**src/rtl/mw_pkg.sv**
```systemverilog
package mw_pkg;
  localparam int unsigned HDR_W  = 9;
  localparam int unsigned DATA_W = 16;
  localparam int unsigned ADDR_W = 4;
  localparam int unsigned TX_W   = HDR_W + DATA_W;
  localparam int unsigned LEN_W  = 5;
  localparam int unsigned RD_FIRST = HDR_W + 1;  // first bit index holding data

  typedef enum logic [2:0] {
    CMD_READ  = 3'd0,
    CMD_WRITE = 3'd1,
    CMD_ERASE = 3'd2,
    CMD_WEN   = 3'd3,
    CMD_WDS   = 3'd4,
    CMD_ERAL  = 3'd5,
    CMD_WRAL  = 3'd6
  } mw_cmd_e;

  typedef enum logic [2:0] {
    ST_IDLE, ST_LEAD, ST_SHIFT, ST_GAP, ST_POLL, ST_DONE
  } mw_state_e;

  function automatic logic [HDR_W-1:0] mw_header(input logic [2:0] cmd,
                                                 input logic [ADDR_W-1:0] addr);
    case (cmd)
      CMD_READ:  mw_header = {1'b1, 2'b10, 2'b00, addr};
      CMD_WRITE: mw_header = {1'b1, 2'b01, 2'b00, addr};
      CMD_ERASE: mw_header = {1'b1, 2'b11, 2'b00, addr};
      CMD_WEN:   mw_header = {1'b1, 2'b00, 6'b110000};
      CMD_ERAL:  mw_header = {1'b1, 2'b00, 6'b100000};
      CMD_WRAL:  mw_header = {1'b1, 2'b00, 6'b010000};
      default:   mw_header = {1'b1, 2'b00, 6'b000000};
    endcase
  endfunction

  function automatic logic mw_has_data(input logic [2:0] cmd);
    return (cmd == CMD_WRITE) || (cmd == CMD_WRAL);
  endfunction

  function automatic logic mw_is_prog(input logic [2:0] cmd);
    return (cmd == CMD_WRITE) || (cmd == CMD_ERASE) ||
           (cmd == CMD_ERAL)  || (cmd == CMD_WRAL);
  endfunction

  function automatic logic [LEN_W-1:0] mw_frame_len(input logic [2:0] cmd);
    if (cmd == CMD_READ)  return LEN_W'(HDR_W + 1 + DATA_W);
    if (mw_has_data(cmd)) return LEN_W'(HDR_W + DATA_W);
    return LEN_W'(HDR_W);
  endfunction
endpackage

```
**src/rtl/mw_sclk_gen.sv**
```systemverilog
module mw_sclk_gen #(
  parameter int unsigned HALF = 4
) (
  input  logic clk_i,
  input  logic rst_ni,
  input  logic en_i,
  output logic sclk_o,
  output logic rise_o,
  output logic fall_o
);
  localparam int unsigned CW = $clog2(HALF + 1);

  logic [CW-1:0] cnt_q;
  logic          wrap;

  assign wrap   = en_i && (cnt_q == CW'(HALF - 1));
  assign rise_o = wrap && !sclk_o;
  assign fall_o = wrap && sclk_o;

  always_ff @(posedge clk_i or negedge rst_ni) begin
    if (!rst_ni) begin
      cnt_q  <= '0;
      sclk_o <= 1'b0;
    end else if (!en_i) begin
      cnt_q  <= '0;
      sclk_o <= 1'b0;
    end else if (wrap) begin
      cnt_q  <= '0;
      sclk_o <= !sclk_o;
    end else begin
      cnt_q  <= cnt_q + 1'b1;
    end
  end
endmodule

```
**src/rtl/mw_wait_timer.sv**
```systemverilog
module mw_wait_timer #(
  parameter int unsigned LIMIT = 8
) (
  input  logic clk_i,
  input  logic rst_ni,
  input  logic en_i,
  output logic expire_o
);
  localparam int unsigned CW = $clog2(LIMIT + 1);

  logic [CW-1:0] cnt_q;

  // expires in the LIMIT-th enabled cycle
  assign expire_o = en_i && (cnt_q == CW'(LIMIT - 1));

  always_ff @(posedge clk_i or negedge rst_ni) begin
    if (!rst_ni)        cnt_q <= '0;
    else if (!en_i)     cnt_q <= '0;
    else if (!expire_o) cnt_q <= cnt_q + 1'b1;
  end
endmodule

```
**src/rtl/mw_eeprom_host.sv**
```systemverilog
module mw_eeprom_host
  import mw_pkg::*;
#(
  parameter int unsigned CLK_HALF     = 4,
  parameter int unsigned CS_LOW_CYC   = 4,
  parameter int unsigned POLL_TIMEOUT = 5000
) (
  input  logic        clk_i,
  input  logic        rst_ni,
  input  logic        req_valid_i,
  output logic        req_ready_o,
  input  logic [2:0]  req_cmd_i,
  input  logic [3:0]  req_addr_i,
  input  logic [15:0] req_wdata_i,
  output logic        done_o,
  output logic        err_o,
  output logic [15:0] rd_data_o,
  output logic        cs_o,
  output logic        sclk_o,
  output logic        sdo_o,
  input  logic        sdi_i
);
  mw_state_e          state_q;
  logic [2:0]         cmd_q;
  logic [TX_W-1:0]    tx_q;
  logic [LEN_W-1:0]   bit_q;
  logic [DATA_W-1:0]  rx_q;
  logic               err_q;
  logic               rise, fall, gap_exp, poll_exp;
  logic               last_bit, accept;

  mw_sclk_gen #(.HALF(CLK_HALF)) i_sclk_gen (
    .clk_i  (clk_i),
    .rst_ni (rst_ni),
    .en_i   (state_q == ST_SHIFT),
    .sclk_o (sclk_o),
    .rise_o (rise),
    .fall_o (fall)
  );

  mw_wait_timer #(.LIMIT(CS_LOW_CYC)) i_gap_timer (
    .clk_i    (clk_i),
    .rst_ni   (rst_ni),
    .en_i     ((state_q == ST_LEAD) || (state_q == ST_GAP)),
    .expire_o (gap_exp)
  );

  mw_wait_timer #(.LIMIT(POLL_TIMEOUT)) i_poll_timer (
    .clk_i    (clk_i),
    .rst_ni   (rst_ni),
    .en_i     (state_q == ST_POLL),
    .expire_o (poll_exp)
  );

  assign accept   = req_valid_i && (state_q == ST_IDLE);
  assign last_bit = (bit_q == mw_frame_len(cmd_q) - 1'b1);

  always_ff @(posedge clk_i or negedge rst_ni) begin
    if (!rst_ni) begin
      state_q <= ST_IDLE;
      cmd_q   <= CMD_WDS;
      tx_q    <= '0;
      bit_q   <= '0;
      rx_q    <= '0;
      err_q   <= 1'b0;
    end else begin
      case (state_q)
        ST_IDLE: if (accept) begin
          cmd_q   <= req_cmd_i;
          tx_q    <= {mw_header(req_cmd_i, req_addr_i),
                      mw_has_data(req_cmd_i) ? req_wdata_i : 16'h0000};
          bit_q   <= '0;
          err_q   <= 1'b0;
          state_q <= ST_LEAD;
        end
        ST_LEAD: if (gap_exp) state_q <= ST_SHIFT;
        ST_SHIFT: begin
          // dummy bit sits at index HDR_W and is not captured
          if (rise && (cmd_q == CMD_READ) && (bit_q >= LEN_W'(RD_FIRST)))
            rx_q <= {rx_q[DATA_W-2:0], sdi_i};
          if (fall) begin
            tx_q <= {tx_q[TX_W-2:0], 1'b0};
            if (last_bit) state_q <= mw_is_prog(cmd_q) ? ST_GAP : ST_DONE;
            else          bit_q   <= bit_q + 1'b1;
          end
        end
        ST_GAP: if (gap_exp) state_q <= ST_POLL;
        ST_POLL: begin
          if (sdi_i) state_q <= ST_DONE;
          else if (poll_exp) begin
            err_q   <= 1'b1;
            state_q <= ST_DONE;
          end
        end
        ST_DONE: state_q <= ST_IDLE;
        default: state_q <= ST_IDLE;
      endcase
    end
  end

  assign req_ready_o = (state_q == ST_IDLE);
  assign cs_o        = (state_q == ST_SHIFT) || (state_q == ST_POLL);
  assign sdo_o       = (state_q == ST_SHIFT) && tx_q[TX_W-1];
  assign done_o      = (state_q == ST_DONE);
  assign err_o       = (state_q == ST_DONE) && err_q;
  assign rd_data_o   = rx_q;
endmodule

```
**config.mk**
```make
export PLATFORM = sky130hd
export DESIGN_NAME = mw_eeprom_host
export DESIGN_NICKNAME = d
export VERILOG_FILES = /design/src/rtl/mw_pkg.sv /design/src/rtl/mw_sclk_gen.sv /design/src/rtl/mw_wait_timer.sv /design/src/rtl/mw_eeprom_host.sv
export SDC_FILE = /design/constraint.sdc
export NUM_CORES = 1
export LEC_CHECK = 0
export CAP_MARGIN = 25
export CORE_MARGIN = 2
export CORE_UTILIZATION = 35
export CTS_BUF_LIST = sky130_fd_sc_hd__clkbuf_4 sky130_fd_sc_hd__clkbuf_8 sky130_fd_sc_hd__clkbuf_16
export DETAILED_ROUTE_END_ITERATION = 16
export DONT_BUFFER_PORTS = 1
export PLACE_DENSITY_LB_ADDON = 0.08
export SKIP_LAST_GASP = 1
export SYNTH_ARGS = -nofsm -noshare
export SYNTH_HDL_FRONTEND = slang
export SYNTH_SLANG_ARGS = --single-unit
```
**constraint.sdc**
```tcl
create_clock -name clk_i -period 2.7 [get_ports clk_i]
set_clock_uncertainty 0.15 [all_clocks]
set_input_delay 0.27 -clock clk_i [delete_from_list [all_inputs] [get_ports clk_i]]
set_output_delay 0.27 -clock clk_i [all_outputs]
set_load 0.02 [all_outputs]
```
==> metrics.md, run 1 <==
| Metric | Value |
|---|---|
| Yosys top cell by area | `dfrtp_1` |
| Remaining Overflow, GRT | `0` |
| Critical path peak fanout | `11` |
| Slew headroom | `70.9%` |
| Num rows | `36` |
| GRT Total Usage | `14.6%` |
| Core Area | `9730 µm²` |
| First-pass GRT wire length | `roughly 13 mm` |
| Tightest Pin Transition | `~0.44 ns` |
| WS Path Type | `register to register` |
| Starting Density | `between 30% and 40%` |
| Gate count of the mapped netlist | `about 350` |
| Maximum VDD drop | `0.298 mV` |
| Port bufs | `0` |
| Biggest cell delay along the critical path | `around 0.55 ns` |
| Layout filler cell count | `989` |
| Switching Share | `roughly a third` |
| Final WS setup | `between 0.4 and 0.5 ns` |
| Final count of negative-setup-slack endpoints | `0` |
| DRT Pass-1 Iters | `4` |
| PwrDens | `~870 nW/µm²` |
| NetSw | `~1.2 mW` |
| Design area | `about 4200 µm²` |
| Type of origin of the critical path | `register` |
| Chip width | `roughly 100 µm` |
| Clk Tree Root Cell | `clkbuf_8` |
| H-tree lvl count | `3` |
| Longest Clk Path Bufs | `2` |
| Antenna violations before repair | `0` |
| Die area | `around 11000 µm²` |
| Clock Latency Late Sink | `between 0.3 and 0.4 ns` |
| Layout cells sized above 1 | `around an eighth` |
| Drt wl/cell | `roughly 14 µm` |
| RSZ-0062 raised after global routing | `no` |
| Post-CTS sizing | `0` |
| Failing checks | `negative hold slack` |
| # DRC | `0` |
| Leakage power | `between 1.5 and 2 nW` |
| Syn Nets | `384` |
| CTS Buf Count | `9` |
| CTS tree | `yes` |
| Critical-path top delay cell | `dlygate4sd3_1` |
| Clock-pin slew on the worst setup and hold paths | `about 0.08 ns` |
| Final GP Congestion | `around 0.75` |
| Crit end category | `register` |
| Clock share of power | `roughly 29%` |
| Dpl cell area | `between 3000 and 4000 µm²` |
| Final Hold Fails | `1` |
| Die height | `104 µm` |
| Synth warnings | `0` |
| ANT nets after route | `0` |
| Via/cell ratio | `a little under 5` |
| Post-Route WL | `7.40 mm` |
| Post-synth ARST share | `100%` |
| Period utilization | `83.3%` |
| Flop pwr share | `roughly 43%` |
| Most frequent CP cell | `nand2_1` |
| Synth-to-layout area growth | `19.6%` |
| Cell Area, Synth | `roughly 3500 µm²` |
| Largest cells by area after synthesis | `dfrtp_1, nor2_1, mux2_2` |
| CTS Sinks | `73` |
| Max Fclk | `0.445 GHz` |
| Initial DRC count | `117` |
| Cell family contributing the most delay on the critical path | `simple AND/OR/NAND/NOR gates` |
| Int Pwr | `2.44 mW` |
| Avg Cell Area, Syn | `10.0 µm²` |
| Post-Place Setup Slack | `between 0.4 and 0.5 ns` |
| Hold crit path type | `primary input to register` |
| Top cell type's share of synthesized area | `between 50% and 60%` |
| CP arrival | `between 2 and 2.5 ns` |
| Comb pwr share | `around 28%` |
| WHS | `-0.000244 ns` |
| Number of flops mapped to enable cells by yosys | `0` |
| Post-synthesis sequential area ratio | `between 50 and 60%` |
| Io pins | `between 40 and 50` |
| Final TNS setup | `0 ns` |
| Unique masters post-synth | `39` |
| Flops & latches, synth | `73` |
| Vias in the first global route | `approximately 2500` |
| Vias | `between 2000 and 3000` |
| Slew Limit Fails | `0` |
| Synth Flop Type | `dfrtp_1` |
| HPWL Detailed | `4.79 mm` |
| NumNets Final | `410` |
| CP cell instances | `nor3_1 -> buf_4 -> and2_1 -> nand2_1 -> nand2_1 -> dlygate4sd3_1` |
| Ant diodes | `0` |
| CP Buf/Inv Count | `2` |
| Max-Cap Viols | `0` |
| Status | `complete, but fails checks` |
| Total Power | `~3.6 mW` |
| Min Clock Period, post-route | `between 2 and 2.5 ns` |
| CP required | `2.83 ns` |
| Largest net degree at the start of global routing | `74` |
==> power groups by stage <==
| stage | sequential [mW] | clock [mW] | combinational (mW) |
|---|---|---|---|
| 6_report | 1.57 | 1.05 | 1.01 |
| 5_1_grt | 1.61 | 1.13 | 1.16 |
| 4_1_cts | 1.57 | 1.08 | 1.03 |
| 3_5_place_dp | 1.59 | 0 | 0.952 |
| 3_3_place_gp | 1.59 | 0 | 0.944 |
| 2_1_floorplan | 1.49 | 0 | 0.798 |
==> cell usage in the layout, fill, tap and decap left out, drive strengths merged, types with 2 or more instances in the layout <==
master,synthesis,final
xor2,8,8
nand3,14,14
inv,8,8
o31ai,2,2
xnor2,6,6
a31oi,3,3
bufinv,0,3
o22a,2,2
a21oi,12,12
a221oi,16,16
mux2,17,17
nor3,11,11
and3,3,3
dfrtp,72,72
nand2,27,27
and2,3,3
mux2i,6,6
o21ai,12,12
clkinv,0,2
nor2,65,65
a21o,4,4
o21a,2,2
nand2b,3,3
clkbuf,16,10
nand3b,4,4
dlygate4sd3,0,25
nand4,2,2
or3,3,3
ha,9,9
buf,5,11
nor3b,4,4
==> routing by layer <==
layer  vias up  track usage (%)  part of all wire, %
met5         -                0                    0
met4         0             4.63                 0.93
met3         6             3.71                  4.3
met2        46             22.2                   45
met1      1228             20.5                   50
li1       1262                -                    -
==> kinds of logic after synthesis <==
kind of cell,synth area share (%)
xor gates and xnor gates,3.52
buffers and inverters,3.31
DFF,52.5
AOI/OAI and AO/OA,11.4
muxes,7.22
and+or+nand+nor,18.8
adders and majority gates,3.23
==> worst paths after layout <==
kind	start	endpoint	slack [ns]	cells after the start
max	state_q[0]	cmd_q[2]	0.45	6
min	req_addr_i[0]	tx_q[16]	-0.0002	2
max reg2reg	state_q[0]	cmd_q[2]	0.45	6
min reg2reg	i_sclk_gen.cnt_q[0]	i_sclk_gen.cnt_q[0]	0.31	1
max in group asynchronous	rst_ni	cmd_q[2]	1.76	2
min in group asynchronous	rst_ni	rd_data_o[15]	0.31	2
==> synth_stat cells (2+ instances only) <==
| cell type | instances |
|---|---|
| a221oi_1 | 15 |
| xor2_1 | 8 |
| o31ai_1 | 2 |
| nor3_1 | 11 |
| buf_2 | 5 |
| nand3b_1 | 4 |
| o21ai_0 | 12 |
| a21o_1 | 4 |
| o21a_1 | 2 |
| and3_1 | 3 |
| nor2_1 | 65 |
| nand2b_1 | 3 |
| and2_1 | 3 |
| ha_1 | 9 |
| nand2_1 | 27 |
| nor3b_1 | 3 |
| xnor2_1 | 6 |
| mux2i_1 | 6 |
| clkbuf_1 | 16 |
| mux2_2 | 17 |
| nand4_1 | 2 |
| dfrtp_1 | 72 |
| a31oi_1 | 3 |
| a21oi_1 | 12 |
| or3_1 | 3 |
| o22a_1 | 2 |
| nand3_1 | 14 |
| inv_1 | 8 |
==> flip-flops by register name, summed over array words and instances, names as in the netlist, 3 cells and up <==
name / cells
i_gap_timer.cnt_q: 3
i_sclk_gen.cnt_q: 3
bit_q: 5
state_q: 3
i_poll_timer.cnt_q: 13
cmd_q: 3
rd_data_o: 16
tx_q: 25
==> metrics by stage <==
step           util (%)  instances
2_1_floorplan         -        348
3_3_place_gp       37.5        470
3_5_place_dp       37.5        470
4_1_cts            42.8        511
5_1_grt            42.8        511
6_report           42.8        511
==> repair_timing <==
action	CTS	global route
hold buffers	26	0
setup buffers	0	0
hold endpoints to repair	99	0
==> worst reg2reg max path, cell delays in order, from the launching register on <==
cell and delay, ns:
dfrtp_1 0.51, nor3_1 0.22, buf_4 0.19, and2_1 0.36, nand2_1 0.14, nand2_1 0.07, dlygate4sd3_1 0.55
==> layout make-up <==
class | instances | area [µm²] | share of cell area (%)
sequential | 73 | 1830 | 43.9
timing repair buffer | 36 | 353 | 8.47
clock inverter | 5 | 104 | 2.49
clock buffer | 10 | 138 | 3.31
multi-input combinational | 246 | 1550 | 37.1
tap | 133 | 166 | 4.00
inverter | 8 | 30.0 | 0.721
Power figures use the tool's default switching activity.
==> inputs of run 2 (changes only) <==
==> constraint.sdc (replaced) <==
create_clock -name clk_i -period 1.8 [get_ports clk_i]
set_clock_uncertainty 0.15 [all_clocks]
set_input_delay 0.18 -clock clk_i [delete_from_list [all_inputs] [get_ports clk_i]]
set_output_delay 0.18 -clock clk_i [all_outputs]
set_load 0.02 [all_outputs]
==> metrics.md, run 2 (synthesis results as in run 1) <==
| Metric | Value |
|---|---|
| Most common cell after layout, fill and taps aside | `dfrtp_1` |
| WS Path Type | `register to register` |
| Vias | `roughly 2900` |
| Vias in the first global route | `between 2000 and 3000` |
| Starting Density | `between 30% and 40%` |
| Max reg flops | `25` |
| Clock Latency Late Sink | `around 0.35 ns` |
| Maximum VDD drop | `about 0.60 mV` |
| CTS Sinks | `73` |
| Top reg by flops | `tx_q` |
| DRT Pass-1 Iters | `4` |
| GRT Total Usage | `16.7%` |
| Drt wl/cell | `15.1 µm` |
| Remaining Overflow, GRT | `0` |
| WHS | `-0.636 ns` |
| Final WS setup | `-0.192 ns` |
| FF-to-FF Start | `i_poll_timer.cnt_q[11]` |
| Port bufs | `0` |
| ANT nets after route | `0` |
| Final TNS setup | `-3.25 ns` |
| Synth-to-layout area growth | `50.5%` |
| HPWL Detailed | `~5.3 mm` |
| Longest Clk Path Bufs | `2` |
| Clock-pin slew on the worst setup and hold paths | `0.08 ns` |
| Post-Route WL | `a little under 9 mm` |
| RSZ-0062 raised after global routing | `yes` |
| Die height | `approximately 100 µm` |
| Layout cells sized above 1 | `between 30% and 40%` |
| Via/cell ratio | `~5` |
| Die area | `between 10000 and 15000 µm²` |
| Clk Tree Root Cell | `clkbuf_8` |
| Failing checks | `negative hold slack, negative setup slack` |
| Slew headroom | `about three quarters` |
| Final count of negative-setup-slack endpoints | `between 40 and 50` |
| Most frequent cells in the layout | `dfrtp_1, buf_4, nor2_1` |
| Ant diodes | `0` |
| CP arrival | `2.08 ns` |
| Critical path startpoint | `i_poll_timer.cnt_q[11]` |
| Core Area | `approximately 10000 µm²` |
| Min Clock Period, post-route | `around 2 ns` |
| Io pins | `49` |
| Largest net degree at the start of global routing | `74` |
| Critical path peak fanout | `6` |
| Hold crit path type | `primary input to async pin` |
| Leakage power | `around 2.4 nW` |
| Dpl cell area | `~4200 µm²` |
| Type of origin of the critical path | `register` |
| Num rows | `36` |
| Max-Cap Viols | `0` |
| Chip width | `a little over 100 µm` |
| Final GP Congestion | `approximately 0.75` |
| Initial DRC count | `between 100 and 150` |
| CP required | `approximately 1.9 ns` |
| Tightest Pin Transition | `~0.36 ns` |
| First-pass GRT wire length | `14.4 mm` |
| Status | `complete, but fails checks` |
| H-tree lvl count | `3` |
| PwrDens | `1260 nW/µm²` |
| Design area | `5240 µm²` |
| Final Hold Fails | `73` |
| Period utilization | `111%` |
| Crit end category | `register` |
| NumNets Final | `just under 500` |
| Max Fclk | `about 0.5 GHz` |
| Slew Limit Fails | `0` |
| # DRC | `0` |
| Antenna violations before repair | `0` |
| Hold-fix buffers, CTS | `25` |
| CTS Buf Count | `9` |
| CTS tree | `yes` |
[run 2: cell count changes in the layout (fill, tap and decap cells not counted), sizes merged]
cell      before  now
clkinvlp       0    1
buf           11   80
clkbuf        10   13
inv            8    9
clkinv         2    1
[run 2: power by group]
part | leakage [nW] | total [mW] | switching, mW | internal, mW
Combinational | 1.31 | 2.62 | 1.29 | 1.34
Clock | 0.121 | 1.61 | 0.666 | 0.944
Sequential | 0.943 | 2.35 | 0.295 | 2.05
Total | 2.37 | 6.58 | 2.25 | 4.34
[run 2: worst paths after layout]
| path | end | slack, ns | cells after the start |
|---|---|---|---|
| max | i_poll_timer.cnt_q[3] | -0.19 | 5 |
| min | rd_data_o[2] | -0.64 | 0 |
| max reg2reg | i_poll_timer.cnt_q[3] | -0.19 | 5 |
| min reg2reg | i_sclk_gen.cnt_q[0] | 0.30 | 1 |
| max in group asynchronous | cmd_q[2] | 1.93 | 0 |
| min in group clk_i | state_q[0] | 0.03 | 3 |
[run 2: timing repair]
| item | 4_1_cts | 5_1_grt |
|---|---|---|
| cloned | 1 | 3 |
| hold endpoints to repair | 103 | 73 |
| buffers inserted | 9 | 12 |
| endpoints found under the setup margin | 53 | 55 |
| gates resized for setup | 32 | 31 |
| pin swaps | 14 | 12 |
[run 2: layer usage]
metal,vias to the layer above,wire [µm],global-route usage (%)
met5,-,0,0
met4,0,74,5.21
met3,4,245,3.78
met2,36,4320,27.8
met1,1426,4160,21.6
li1,1409,-,-
[run 2: per-stage QoR]
| step | util (%) | cells | total power, mW | worst slack, ns |
|---|---|---|---|---|
| detailed placement | 43.4 | 518 | 4.32 | -0.267 |
| floorplan | - | 348 | 3.76 | -0.180 |
| global placement | 43.4 | 518 | 4.26 | -0.258 |
| CTS | 50.6 | 568 | 6.28 | -0.188 |
| finish | 53.9 | 584 | 6.58 | -0.192 |
| global route | 53.9 | 584 | 7.00 | -0.264 |
[run 2: final cells by class]
| class | instances | area [µm²] |
|---|---|---|
| inverters | 8 | 30.0 |
| multi-input cells | 246 | 1920 |
| fillers | 929 | 4490 |
| flip-flops and latches | 73 | 1830 |
| repair buffers | 108 | 1050 |
| well taps | 133 | 166 |
| clock buffers | 10 | 131 |
| clock inverters | 6 | 115 |
[run 2: worst max-delay path, stage by stage, from the launching register on]
cell	delay (ns)
dfrtp_1	0.38
or4b_1	0.52
or4_4	0.47
nor3b_2	0.18
a21oi_1	0.13
nor2_1	0.06
